==> src/rtl/dsched_pkg.sv <==
package dsched_pkg;

    localparam int BYTE_W = 8;
    localparam int AC_W   = 7;

    typedef enum logic [1:0] {
        CLS_SHORT = 2'd0,
        CLS_LONG  = 2'd1,
        CLS_DATA  = 2'd2
    } wait_cls_e;

    typedef enum logic [1:0] {
        ST_IDLE = 2'd0,
        ST_XFER = 2'd1,
        ST_WAIT = 2'd2,
        ST_POLL = 2'd3
    } sched_st_e;

    typedef struct packed {
        sched_st_e          st;
        logic               start;
        logic               rs;
        logic               rw;
        logic [BYTE_W-1:0]  wdata;
        logic               poll;
        logic [AC_W-1:0]    ac;
        logic               err;
    } sched_regs_t;

endpackage

==> src/rtl/dsched_class_dec.sv <==
module dsched_class_dec
    import dsched_pkg::*;
(
    input  logic              rs,
    input  logic [BYTE_W-1:0] code,
    output wait_cls_e         cls
);
    logic       any_set;
    logic [2:0] top_bit;

    always_comb begin
        any_set = 1'b0;
        top_bit = '0;
        for (int i = 0; i < BYTE_W; i++) begin
            if (code[i]) begin
                any_set = 1'b1;
                top_bit = 3'(i);
            end
        end
        if (rs)
            cls = CLS_DATA;
        else if (any_set && top_bit < 3'd2)
            cls = CLS_LONG;
        else
            cls = CLS_SHORT;
    end
endmodule

==> src/rtl/dsched_countdown.sv <==
module dsched_countdown #(
    parameter int W = 16
) (
    input  logic         clk,
    input  logic         rst_n,
    input  logic         load,
    input  logic [W-1:0] load_val,
    output logic         zero
);
    logic [W-1:0] cnt_d, cnt_q;

    always_comb begin
        cnt_d = cnt_q;
        if (load)
            cnt_d = load_val;
        else if (cnt_q != '0)
            cnt_d = cnt_q - 1'b1;
    end

    always_ff @(posedge clk or negedge rst_n) begin
        if (!rst_n) cnt_q <= '0;
        else        cnt_q <= cnt_d;
    end

    assign zero = (cnt_q == '0);
endmodule

==> src/rtl/dsched_elapsed.sv <==
module dsched_elapsed #(
    parameter int LIMIT = 64,
    localparam int W = $clog2(LIMIT + 1)
) (
    input  logic clk,
    input  logic rst_n,
    input  logic clear,
    input  logic en,
    output logic reached
);
    localparam logic [W-1:0] TOP = W'(LIMIT - 1);

    logic [W-1:0] cnt_d, cnt_q;

    always_comb begin
        cnt_d = cnt_q;
        if (clear)
            cnt_d = '0;
        else if (en && cnt_q < TOP)
            cnt_d = cnt_q + 1'b1;
    end

    always_ff @(posedge clk or negedge rst_n) begin
        if (!rst_n) cnt_q <= '0;
        else        cnt_q <= cnt_d;
    end

    // elapsed cycles, counted inclusively, equal cnt_q + 1
    assign reached = (cnt_q >= TOP);
endmodule

==> src/rtl/disp_busy_sched.sv <==
module disp_busy_sched
    import dsched_pkg::*;
#(
    parameter int LONG_CYC   = 306000,
    parameter int SHORT_CYC  = 7800,
    parameter int DATA_CYC   = 8600,
    parameter int POLL_LIMIT = 320000
) (
    input  logic              clk,
    input  logic              rst_n,
    input  logic              use_poll,
    input  logic              in_valid,
    output logic              in_ready,
    input  logic              in_rs,
    input  logic [BYTE_W-1:0] in_byte,
    input  logic              bus_idle,
    output logic              bus_start,
    output logic              bus_rs,
    output logic              bus_rw,
    output logic [BYTE_W-1:0] bus_wdata,
    input  logic              bus_done,
    input  logic [BYTE_W-1:0] bus_rdata,
    output logic [AC_W-1:0]   ac_value,
    output logic              busy_timeout
);
    localparam int MAX_A  = (LONG_CYC > SHORT_CYC) ? LONG_CYC : SHORT_CYC;
    localparam int MAX_W  = (MAX_A > DATA_CYC) ? MAX_A : DATA_CYC;
    localparam int WAIT_W = $clog2(MAX_W + 1);

    sched_regs_t       q, d;
    wait_cls_e         cls;
    logic              wait_load;
    logic [WAIT_W-1:0] wait_val;
    logic              wait_zero;
    logic              tmo_clear;
    logic              tmo_reached;
    logic              accept;

    dsched_class_dec u_dec (
        .rs   (q.rs),
        .code (q.wdata),
        .cls  (cls)
    );

    dsched_countdown #(.W(WAIT_W)) u_wait (
        .clk      (clk),
        .rst_n    (rst_n),
        .load     (wait_load),
        .load_val (wait_val),
        .zero     (wait_zero)
    );

    dsched_elapsed #(.LIMIT(POLL_LIMIT)) u_tmo (
        .clk     (clk),
        .rst_n   (rst_n),
        .clear   (tmo_clear),
        .en      (q.st == ST_POLL),
        .reached (tmo_reached)
    );

    assign in_ready = (q.st == ST_IDLE) && bus_idle;
    assign accept   = in_valid && in_ready;

    always_comb begin
        unique case (cls)
            CLS_LONG: wait_val = WAIT_W'(LONG_CYC - 1);
            CLS_DATA: wait_val = WAIT_W'(DATA_CYC - 1);
            default:  wait_val = WAIT_W'(SHORT_CYC - 1);
        endcase
    end

    always_comb begin
        d         = q;
        d.start   = 1'b0;
        wait_load = 1'b0;
        tmo_clear = 1'b0;
        unique case (q.st)
            ST_IDLE: begin
                if (accept) begin
                    d.st    = ST_XFER;
                    d.start = 1'b1;
                    d.rs    = in_rs;
                    d.rw    = 1'b0;
                    d.wdata = in_byte;
                    d.poll  = use_poll;
                    d.err   = 1'b0;
                end
            end
            ST_XFER: begin
                if (bus_done) begin
                    if (q.poll) begin
                        d.st      = ST_POLL;
                        d.start   = 1'b1;
                        d.rs      = 1'b0;
                        d.rw      = 1'b1;
                        tmo_clear = 1'b1;
                    end else begin
                        d.st      = ST_WAIT;
                        wait_load = 1'b1;
                    end
                end
            end
            ST_WAIT: begin
                if (wait_zero)
                    d.st = ST_IDLE;
            end
            ST_POLL: begin
                if (bus_done) begin
                    d.ac = bus_rdata[AC_W-1:0];
                    if (!bus_rdata[BYTE_W-1]) begin
                        d.st = ST_IDLE;
                    end else if (tmo_reached) begin
                        d.st  = ST_IDLE;
                        d.err = 1'b1;
                    end else begin
                        d.start = 1'b1;
                    end
                end
            end
            default: d.st = ST_IDLE;
        endcase
    end

    always_ff @(posedge clk or negedge rst_n) begin
        if (!rst_n) begin
            q <= '{st: ST_IDLE, start: 1'b0, rs: 1'b0, rw: 1'b0,
                   wdata: '0, poll: 1'b0, ac: '0, err: 1'b0};
        end else begin
            q <= d;
        end
    end

    assign bus_start    = q.start;
    assign bus_rs       = q.rs;
    assign bus_rw       = q.rw;
    assign bus_wdata    = q.wdata;
    assign ac_value     = q.ac;
    assign busy_timeout = q.err;
endmodule

==> config.mk <==
export PLATFORM = sky130hd
export DESIGN_NAME = disp_busy_sched
export DESIGN_NICKNAME = d
export VERILOG_FILES = /design/src/rtl/dsched_pkg.sv /design/src/rtl/dsched_class_dec.sv /design/src/rtl/dsched_countdown.sv /design/src/rtl/dsched_elapsed.sv /design/src/rtl/disp_busy_sched.sv
export SDC_FILE = /design/constraint.sdc
export NUM_CORES = 1
export LEC_CHECK = 0
export BUFFER_PORTS_ARGS = -buffer_cell sky130_fd_sc_hd__buf_2
export CAP_MARGIN = 20
export CORE_ASPECT_RATIO = 0.6
export CORE_MARGIN = 8
export CORE_UTILIZATION = 25
export CTS_BUF_LIST = sky130_fd_sc_hd__clkbuf_4
export CTS_CLUSTER_DIAMETER = 200
export DETAILED_ROUTE_END_ITERATION = 8
export PLACE_DENSITY_LB_ADDON = 0.15
export REMOVE_ABC_BUFFERS = 1
export SYNTH_ARGS = -nofsm -noshare
export SYNTH_HDL_FRONTEND = slang
export SYNTH_SLANG_ARGS = --single-unit
export TNS_END_PERCENT = 50
==> constraint.sdc <==
create_clock -name clk -period 5.5 [get_ports clk]
set_input_delay 0.275 -clock clk [delete_from_list [all_inputs] [get_ports clk]]
set_output_delay 0.275 -clock clk [all_outputs]
set_load 0.01 [all_outputs]
Word level (Yosys, flattened, before mapping)
Cells that the tools add are included.

Bits in registers: 60. Input port bits: 23. Output and inout bits: 20. Word-level logic and storage cells: 90.

Add/sub/neg operators: 2. Order comparisons: 3. Equality and inequality tests: 13. Multiplexer cells: 46. Reductions and logical operators: 16.

Operator list (number): 19-bit 2-to-1 mux (4); 19-bit one-hot mux with 2 select lines (1); 1-bit 2-to-1 mux (23); 19-bit by 1-bit adder with 19-bit output (second input constant) (1); 19-bit >= comparator (second input constant) (1); 19-bit logical NOT (1); 19-bit less-than comparator (second input constant) (1); 19-bit nonzero test (1); 19-bit by 1-bit subtractor with 19-bit output (second input constant) (1); 3-bit 2-to-1 mux (6); 14-bit 2-to-1 mux (1); 2-bit 2-to-1 mux (6); 2-bit inequality test (second input constant) (6); 5-bit AND reduction (2); 2-bit one-hot mux with 4 select lines (1); 2-bit nonzero test (4); 2-bit == test (second input constant) (3); 5-bit 2-to-1 mux (1); 2-bit by 1-bit == test with 1-bit output (second input constant) (2); 1-bit logical AND (4); 2-bit one-hot mux with 2 select lines (1); 2-bit AND reduction (2); 4-bit AND reduction (1); 3-bit by 2-bit less-than comparator with 1-bit output (second input constant) (1); 5 further kinds (5).

Logic depth before layout (Yosys ltp)
Word-level depth: 14. Depth in mapped cells: 7. Depth with buffers taken out: 7.

Cells and area by module
A second synthesis with hierarchy kept.

Cells, all modules: 336. Area, all modules: 3347.0 um^2.

Modules (own cells, without submodules): disp_busy_sched (times used 1, cells each 90, area an instance 1139.8 um^2, sequential area each 550.5 um^2); dsched_countdown (times used 1, cells each 127, area an instance 1117.3 um^2, sequential area each 475.5 um^2); dsched_elapsed (times used 1, cells each 115, area an instance 1054.8 um^2, sequential area each 475.5 um^2); dsched_class_dec (times used 1, cells each 4, area an instance 35.0 um^2, sequential area each 0.0 um^2).

Least setup slack after synthesis
OpenSTA, ideal clock, no wires.

Path type: register -> register. Start: register q[20] in the netlist's numbering. End: register q (netlist bit bus_wdata[0]). Arrival time: 1680 ps. Required time: 5375 ps. Setup slack: 3695 ps. Cell stages (with the launch flop): 6. Path through: dfrtp_1 -> clkbuf_1 -> nor3b_1 -> and2_1 -> buf_2 -> mux2_2.

Word-level cells in the longest chain between the ends: 4.

RTL lines: start, declared (line disp_busy_sched.sv:30) `sched_regs_t q, d;`; start signal, assigned (line disp_busy_sched.sv:126) `q <= '{st: ST_IDLE, start: 1'b0, rs: 1'b0, rw: 1'b0,`; 2-bit logical NOT (line disp_busy_sched.sv:61) `assign in_ready = (q.st == ST_IDLE) && bus_idle;`; 1-bit logical AND (line disp_busy_sched.sv:61); via in_ready (line disp_busy_sched.sv:13) `output logic in_ready,`; 1-bit logical AND (line disp_busy_sched.sv:62) `assign accept = in_valid && in_ready;`; 2-bit AND reduction (no line).

The timed path passes the listed nets, and every way through them passes these cells. A chain may end at the register's enable or synchronous reset.

Final worst setup path
Start: register u_wait.cnt_q[0]. End: register u_wait.cnt_q[16].

Word-level cells in the longest chain between the ends: 3. Elaborated cells on any way between the ends: 5.

RTL lines: start, declared (line dsched_countdown.sv:10) `logic [W-1:0] cnt_d, cnt_q;`; start signal, assigned (line dsched_countdown.sv:22) `else cnt_q <= cnt_d;`; 19-bit by 1-bit subtractor with 19-bit output (line dsched_countdown.sv:17) `cnt_d = cnt_q - 1'b1;`; 19-bit 2-to-1 mux (line dsched_countdown.sv:16) `else if (cnt_q != '0)`; 19-bit 2-to-1 mux (line dsched_countdown.sv:14) `if (load)`.

Parallel ways exist; a longest one is shown, timed or not. The select of a mux whose other input is x is not followed.

==> summary.md <==
| Metric | Value |
|---|---|
| Tcrit/Tclk final | `0.397` |
| Yosys warns | `0` |
| Cts repair resizes | `0` |
| Setup TNS | `0 ps` |
| List of most frequent post-synthesis cells | `dfrtp_1, nand2_1, a21oi_1` |
| Max incr delay on CP | `approximately 490 ps` |
| Final hold violations | `0` |
| Number of synthesized flops with an enable pin | `0` |
| Initial antenna violation count | `1` |
| Layout cell share with drive strength beyond 1 | `0.244` |
| # diodes | `0` |
| Cell with the largest stage delay on the worst path | `nor3b_1` |
| Vias per std cell | `roughly 4.8` |
| Clk buf depth | `2` |
| Grt ovf | `0` |
| DR WL/cell | `16.0 µm` |
| CTS tree | `built` |
| Hold buffer count at cts | `0` |
| Top Layer Used | `met5` |
| Metal-1 WL | `between 4000 and 5000 µm` |
| Fmax | `~460 MHz` |
| Die width | `between 150 and 200 µm` |
| CP startpoint kind | `register` |
| Avg Cell Area, Syn | `10.1 µm²` |
| Initial Util | `0.254` |
| Slew @ Worst Pin | `928 ps` |
| Worst min path class | `in -> async` |
| Routed Wire Length | `between 8000 and 9000 µm` |
| First-pass GRT wire length | `14100 µm` |
| Layout area overhead | `11.6%` |
| Die height | `104 µm` |
| Placed insts | `504` |
| Vias in the first global route | `2547` |
| Leak pwr | `1.52 nW` |
| Worst R2R Start | `u_wait.cnt_q[0]` |
| Final Non-Filler Cells | `519` |
| Metal2 WL | `a little over 3000 µm` |
| Worst skew pair latency | `between 400 and 500 ps` |
| RSZ-0062 raised after global routing | `false` |
| Maxcap violations | `0` |
| CTS buffer count | `9` |
| CP max FO | `4` |
| Port Buffers | `42` |
| Final Wtd Congestion | `0.767` |
| Area leader, netlist | `dfrtp_1` |
| H-tree levels | `3` |
| Critical path data required time | `slightly below 6000 ps` |
| Flops & latches, synth | `60` |
| Ys async rst share | `1.00` |
| Sequential area share after synthesis | `0.464` |
| Cell area after synthesis | `3240 µm²` |
| Count leader, synth | `dfrtp_1` |
| Core area | `approximately 13000 µm²` |
| DPL Wire Length | `5960 µm` |
| Drt initial violations | `197` |
| Status | `complete, no violations` |
| Die ar. | `17000 µm²` |
| Top-area cell type share of the netlist area | `0.464` |
| Top Ports | `43` |
| Antenna viol nets, final | `0` |
| Crit path time final | `2190 ps` |
| Root Driver | `clkbuf_4` |
| Worst EP arrival | `2500 ps` |
| Worst vdd ir | `approximately 170 µV` |
| Cells after Synth | `between 300 and 400` |
| Setup Skew | `22.8 ps` |
| Final #Nets | `371` |
| Crit-path cells | `inv_1 -> ha_1 -> nor3b_1 -> nand3_1 -> or4_1 -> a21oi_1` |
| Ranking of synthesized cells by area | `dfrtp_1, mux2_2, buf_4` |
| Synth Flop Type | `dfrtp_1` |
| Setup violations, final | `0` |
| CTS sink cnt | `60` |
| Clock slew at reported path FFs | `120 ps` |
| Critical Path Sink Type | `register` |
| Post-synthesis cell type count | `57` |
| Filler Cells Inserted | `1371` |
| Pin count of the biggest net entering global routing | `61` |
| PD cells | `470 nW/µm²` |
| Residual DRC count | `0` |
| DR WL met3 | `433 µm` |
| Tot GR Track Use | `0.104` |
| Crit. Startpoint | `u_wait.cnt_q[0]` |
| Setup Crit Path Kind | `reg -> reg` |
| Vias | `2509` |
| Post-CTS setup buffer count | `0` |
| Std-Cell Rows | `32` |
| Worst slew margin | `0.378` |
| Number of iterations in the first detailed-routing pass | `4` |
| Final Max Slew Viols | `0` |
==> layer usage <==
metal / up-vias / track usage
li1: 1228 / -
met1: 1211 / 0.163
met2: 62 / 0.126
met3: 6 / 0.0340
met4: 2 / 0.0352
met5: - / 0
==> logic make-up after synthesis <==
| family | after synthesis | share of synthesized area |
|---|---|---|
| AOI/OAI and AO/OA | 67 | 0.139 |
| xor gates and xnor gates | 8 | 0.0217 |
| adders and majority gates | 3 | 0.0116 |
| buffers and inverters | 35 | 0.0596 |
| DFF | 60 | 0.464 |
| muxes | 24 | 0.0804 |
| and+or+nand+nor | 122 | 0.224 |
==> path summary, 6_finish.rpt <==
path,to,slack [ps],cells after the start
setup / recovery,u_wait.cnt_q[16],3310,6
hold / removal,ac_value[6],30,2
setup reg to reg,u_wait.cnt_q[16],3310,6
hold reg to reg,bus_rw,510,1
max in group asynchronous,u_wait.cnt_q[16],4930,2
min in group clk,ac_value[1],80,2
==> cell usage in the layout (no fill, tap or decap), drive strengths merged, types with 2 or more instances in the layout <==
master and instances:
a41o 4, mux2 16, mux2i 8, nand4 7, clkinvlp 2, nand3 9
buf 43, xnor2 4, xor2 4, or3 6, dfrtp 60, clkbuf 9
a32o 2, nor4 6, or4 9, and3 5, a211oi 3, nand2 27
o21ai 10, inv 7, a21oi 21, and4 4, and2 4, ha 3
nor4b 2, o31ai 8, nor2 20, nor3b 2, nor3 4, nand4b 4
clkinv 4, o211ai 5, a31oi 5, nand2b 6
==> power by group <==
part           internal, mW  switching [mW]
Combinational         0.281           0.303
Sequential            0.630           0.214
Clock                0.0900           0.178
Total                  1.00           0.694
==> final cells by class <==
| cell class | instances | area, µm² | area share |
|---|---|---|---|
| clock buffers | 9 | 67.6 | 0.0187 |
| clock inverters | 6 | 42.5 | 0.0118 |
| inverters | 7 | 26.3 | 0.00728 |
| multi-input cells | 224 | 1540 | 0.427 |
| flip-flops and latches | 60 | 1500 | 0.416 |
| well taps | 170 | 213 | 0.0589 |
| repair buffers | 43 | 218 | 0.0603 |
==> worst max-delay path, delay by kind of cell, from the launching register on <==
family | cells | cell delay (ps)
and+or+nand+nor | 3 | 1150
DFF | 1 | 430
adders and majority gates | 1 | 220
AOI/OAI and AO/OA | 1 | 170
buffers and inverters | 1 | 130
==> through the flow <==
step / total power [mW] / worst slack (ps) / utilization / hold WS [ps] / cell area (µm²)
after detailed placement: 1.44 / 3360 / 0.275 / 481 / 3500
after global routing: 1.84 / 3110 / 0.284 / 34.5 / 3610
after floorplan: 1.21 / 3650 / - / -20.6 / 3070
after global placement: 1.44 / 3370 / 0.275 / 461 / 3500
after CTS: 1.72 / 3330 / 0.284 / 21.1 / 3610
final: 1.70 / 3310 / 0.284 / 27.0 / 3610
==> state kept, by name, summed over array words and instances, names as in the netlist <==
signal	flops
u_tmo.cnt_q	19
bus_rw	1
bus_rs	1
u_wait.cnt_q	19
q	3
bus_start	1
busy_timeout	1
bus_wdata	8
ac_value	7
Power figures use the tool's default switching activity.
